<file path="src/rtl/xing_pkg.sv">
package xing_pkg;

  localparam int PHASE_W = 2;
  localparam int LAMP_W  = 2;

  typedef enum logic [PHASE_W-1:0] {
    MAIN_GO    = 2'b00,
    MAIN_WARN  = 2'b01,
    CROSS_GO   = 2'b10,
    CROSS_WARN = 2'b11
  } phase_e;

  typedef enum logic [LAMP_W-1:0] {
    LAMP_GREEN = 2'b00,
    LAMP_AMBER = 2'b01,
    LAMP_RED   = 2'b10
  } lamp_e;

  // strobes from the phase control to the lamp datapath
  typedef struct packed {
    logic mainGo;
    logic mainWarn;
    logic crossGo;
    logic crossWarn;
  } lamp_ctl_s;

endpackage

</file>
<file path="src/rtl/xing_phase_ctrl.sv">
module xing_phase_ctrl
  import xing_pkg::*;
(
  input  logic      clk,
  input  logic      rst,
  input  logic      mainSense,
  input  logic      crossSense,
  output phase_e    phaseQ,
  output lamp_ctl_s ctl
);

  phase_e phaseD;

  always_comb begin
    phaseD = phaseQ;
    unique case (phaseQ)
      MAIN_GO:    phaseD = mainSense  ? MAIN_GO  : MAIN_WARN;
      MAIN_WARN:  phaseD = CROSS_GO;
      CROSS_GO:   phaseD = crossSense ? CROSS_GO : CROSS_WARN;
      CROSS_WARN: phaseD = MAIN_GO;
      default:    phaseD = MAIN_GO;
    endcase
  end

  always_ff @(posedge clk) begin
    if (rst) phaseQ <= MAIN_GO;
    else     phaseQ <= phaseD;
  end

  // strobes are decoded from the registered phase only (Moore)
  always_comb begin
    ctl.mainGo    = (phaseQ == MAIN_GO);
    ctl.mainWarn  = (phaseQ == MAIN_WARN);
    ctl.crossGo   = (phaseQ == CROSS_GO);
    ctl.crossWarn = (phaseQ == CROSS_WARN);
  end

endmodule

</file>
<file path="src/rtl/xing_lamp_path.sv">
module xing_lamp_path
  import xing_pkg::*;
(
  input  lamp_ctl_s         ctl,
  output logic [LAMP_W-1:0] mainLight,
  output logic [LAMP_W-1:0] crossLight
);

  function automatic lamp_e pickColour(input logic go, input logic warn);
    if (go)        return LAMP_GREEN;
    else if (warn) return LAMP_AMBER;
    else           return LAMP_RED;
  endfunction

  always_comb begin
    mainLight  = pickColour(ctl.mainGo,  ctl.mainWarn);
    crossLight = pickColour(ctl.crossGo, ctl.crossWarn);
  end

endmodule

</file>
<file path="src/rtl/traffic_xing_ctrl.sv">
module traffic_xing_ctrl
  import xing_pkg::*;
(
  input  logic                clk,
  input  logic                rst,
  input  logic                mainSense,
  input  logic                crossSense,
  output logic [LAMP_W-1:0]   mainLight,
  output logic [LAMP_W-1:0]   crossLight,
  output logic [PHASE_W-1:0]  phase
);

  phase_e    phaseQ;
  lamp_ctl_s ctl;

  xing_phase_ctrl uCtrl (
    .clk        (clk),
    .rst        (rst),
    .mainSense  (mainSense),
    .crossSense (crossSense),
    .phaseQ     (phaseQ),
    .ctl        (ctl)
  );

  xing_lamp_path uLamp (
    .ctl        (ctl),
    .mainLight  (mainLight),
    .crossLight (crossLight)
  );

  assign phase = phaseQ;

endmodule

</file>
<file path="config.mk">
export PLATFORM = sky130hd
export DESIGN_NAME = traffic_xing_ctrl
export DESIGN_NICKNAME = d
export VERILOG_FILES = /design/src/rtl/xing_pkg.sv /design/src/rtl/xing_phase_ctrl.sv /design/src/rtl/xing_lamp_path.sv /design/src/rtl/traffic_xing_ctrl.sv
export SDC_FILE = /design/constraint.sdc
export NUM_CORES = 1
export LEC_CHECK = 0
export CAP_MARGIN = 10
export CORE_AREA = 4 4 41 43
export DETAILED_ROUTE_END_ITERATION = 16
export DIE_AREA = 0 0 45 47
export GPL_TIMING_DRIVEN = 0
export HOLD_SLACK_MARGIN = 0.08
export PLACE_DENSITY = 0.4
export SLEW_MARGIN = 5
export SYNTH_ARGS = -nofsm -noshare
export SYNTH_HDL_FRONTEND = slang
export SYNTH_HIERARCHICAL = 1
export SYNTH_SLANG_ARGS = --single-unit
</file>
<file path="constraint.sdc">
create_clock -name clk -period 1.6 [get_ports clk]
set_input_delay 0.32 -clock clk [delete_from_list [all_inputs] [get_ports clk]]
set_output_delay 0.32 -clock clk [all_outputs]
set_load 0.02 [all_outputs]
</file>
==> metrics.md <==
| Metric | Value |
|---|---|
| Max-cap violations | 0 |
| Clock tree from TritonCTS | done |
| Kind of end point of the critical path | output pin |
| Die X | 45 µm |
| Register bank with the most flops | uCtrl/phaseQ |
| Clock transition at the registers of the reported paths | 0.03 ns |
| Fmax | 666.0 MHz |
| Type of the setup path with the least slack | reg2out |
| Number of instances in the synthesized netlist | 16 |
| Number of port buffers | 9 |
| Remaining Overflow, GRT | 0 |
| Maximum number of buffers from clock root to sink | 2 |
| Via count of the first global-routing pass | 156 |
| Minimum clock period | 1.501 ns |
| Post-detailed-route DRC marker count | 0 |
| Number of warnings reported in the yosys synthesis log | 6 |
| Cell at the root of the clock tree | clkbuf_4 |
| Deepest level of the CTS H-tree | 1 |
| Mean instance size in the synthesized netlist | 9.931 µm² |
| Leak Pwr | 0.1201 nW |
| Routed Wire Length | 386 µm |
| Area of the core region | 1301 µm² |
| Share of the clock period used by the worst path after layout | 93.84% |
| Cell accounting for the most synthesized area | ha_1 |
| Seq/Total Area, Yosys | 25.20% |
| Sort of element at the start of the critical path | register |
| Transition time at the pin with the least slew margin | 0.2178 ns |
| Synth Cell Area | 158.9 µm² |
| Share of final-layout standard cells stronger than drive strength 1 | 46.43% |
| Final-report setup violation count | 0 |
| Net count of the finished layout | 38 |
| Fill cell instance count of the final layout | 153 |
| Number of top-level design ports | 10 |
| Crit path buffers/inverters | 1 |
| Slowest-stage cell, CP | clkdlybuf4s50_1 |
| Crit-path cells | clkdlybuf4s50_1 |
| Area growth syn-to-layout | 73.23% |
| Synth unique cells | 10 |
| Number of nets still failing antenna checks after routing | 0 |
| Worst stage delay on the critical path | 0.61 ns |
| Die area | 2115 µm² |
| Leading post-synthesis cells by cell area | ha_1, dfxtp_1, nor2b_4 |
| Number of antenna violations at the first check in global routing | 0 |
| Rel. slew slack | 85.44% |
| Status | finished clean |
| Instance count after placement with tap cells included | 40 |
| Final estimated routing congestion in global placement | 0.5921 |
| Vertical die dimension | 47 µm |
| Final design utilization | 21.15% |
| Insertion delay of the later-clocked pin in the worst-skew pair | 0.23 ns |
| Global-route wire length before repair | 690 µm |
| Total of flip-flops plus latches after synthesis | 2 |
| WL per Instance | 8.977 µm |
| Number of flip-flops under the largest register name | 2 |
| Via density | 3.419 |
| Inserted Clock Buffers | 3 |
| Pin count of the biggest net entering global routing | 5 |
| Number of pins exceeding their max-slew limit in the final report | 0 |
| Initial core utilization | 12.21% |
| Synthesized netlist net count | 24 |
| Antenna diode count | 0 |
| First-pass detailed-route iteration total | 3 |
| Initial drt markers | 1 |
| Worst clock skew on the final layout | 0.003466 ns |
| Area share of the largest cell type after synthesis | 31.50% |
| Max rail drop VDD | 0.3689 mV |
| Highest fanout seen on the critical path | 4 |
| Worst min path class | in2reg |
| Power per cell area | 930.3 nW/µm² |
| Num Clock Sinks | 2 |
| Critical path's top delay family | buffers and inverters |
| Cts-stage hold buffer count | 0 |
| Non-filler instance count after layout | 43 |
| Count of standard-cell rows | 13 |
| Arrival time at the worst endpoint | 1.18 ns |
| Final hold violations | 0 |
| CP Data Required Time | 1.28 ns |
| Regs by FF count | uCtrl/phaseQ (2) |
| Overall track demand over capacity in global routing | 5.201% |
| RSZ-0062 raised after global routing | no |
| Total number of vias | 147 |
## cells in the mapped netlist (all sizes together)
| library cell | instances |
|---|---|
| ha | 4 |
| nor2b | 3 |
| dfxtp | 2 |
| inv | 2 |
| nor2 | 2 |
| a21oi | 1 |
| or2b | 1 |
| or3b | 1 |
## cell type report
cell class | instances | area [µm²] | share of cell area, %
multi-input combinational | 12 | 113.9 | 41.36
inverter | 2 | 7.507 | 2.727
tap | 15 | 18.77 | 6.818
clock buffer | 3 | 22.52 | 8.182
timing repair buffer | 9 | 70.07 | 25.45
sequential | 2 | 42.54 | 15.45
## where the power goes
| group | leakage [nW] | switching, W | internal [W] |
|---|---|---|---|
| Sequential | 0.0172 | 0.00000589 | 0.0000566 |
| Combinational | 0.0891 | 0.0000425 | 0.0000379 |
| Clock | 0.0138 | 0.0000302 | 0.0000829 |
## path summary, 6_finish.rpt
path / start / cells after the start / slack [ns] / to
worst max-delay path: uCtrl/phaseQ[0]$_SDFF_PP0_ / 1 / 0.1 / phase[0]
worst min-delay path: rst / 2 / 0.66 / uCtrl/phaseQ[0]$_SDFF_PP0_
worst max register to register: uCtrl/phaseQ[0]$_SDFF_PP0_ / 4 / 0.37 / uCtrl/phaseQ[0]$_SDFF_PP0_
worst min register to register: uCtrl/phaseQ[1]$_SDFF_PP0_ / 3 / 0.67 / uCtrl/phaseQ[1]$_SDFF_PP0_
## layout by cell type (no fill, tap or decap), drive strengths merged
cell / synthesis / routed
nor2: 2 / 2
dfxtp: 2 / 2
clkdlybuf4s50: 0 / 5
a21oi: 1 / 1
inv: 2 / 2
or3b: 1 / 1
nor2b: 3 / 3
or2b: 1 / 1
ha: 4 / 4
buf: 0 / 4
clkbuf: 0 / 3
## timing repair
action,in CTS,in global routing
resized for setup,17,2
buffers inserted,0,0
gates cloned,0,0
endpoints found under the setup margin,4,2
## routing by layer
| layer | vias up | share of wire, % | GRT usage, % |
|---|---|---|---|
| li1 | 74 | - | - |
| met1 | 63 | 42 | 4.966 |
| met2 | 10 | 39 | 5.650 |
| met3 | 0 | 19 | 4.598 |
| met4 | 0 | 0 | 7.018 |
| met5 | - | 0 | 0 |
## through the flow
step	TNS (ns)	power [W]	setup WS [ns]	area [µm²]	hold slack [ns]
after detailed placement	-0.6482	0.0001522	-0.1759	267.8	0.6915
after floorplan	0	0.0001093	0.1759	158.9	0.3824
after CTS	0	0.0002707	0.03452	287.8	0.6455
final	0	0.0002561	0.09859	275.3	0.6616
after global placement	-0.5329	0.0001507	-0.1418	267.8	0.6615
after global routing	0	0.0002868	0.01466	275.3	0.6705
## cells by family (layout without fill, tap and decap cells)
| group | Yosys count | in the layout | share of synthesized area [%] |
|---|---|---|---|
| buffers and inverters | 2 | 14 | 4.726 |
| DFF | 2 | 2 | 25.20 |
| and+or+nand+nor | 7 | 7 | 33.08 |
| AOI/OAI and AO/OA | 1 | 1 | 5.513 |
| adders and majority gates | 4 | 4 | 31.50 |
Note: power is estimated with default switching activity, not from simulation.
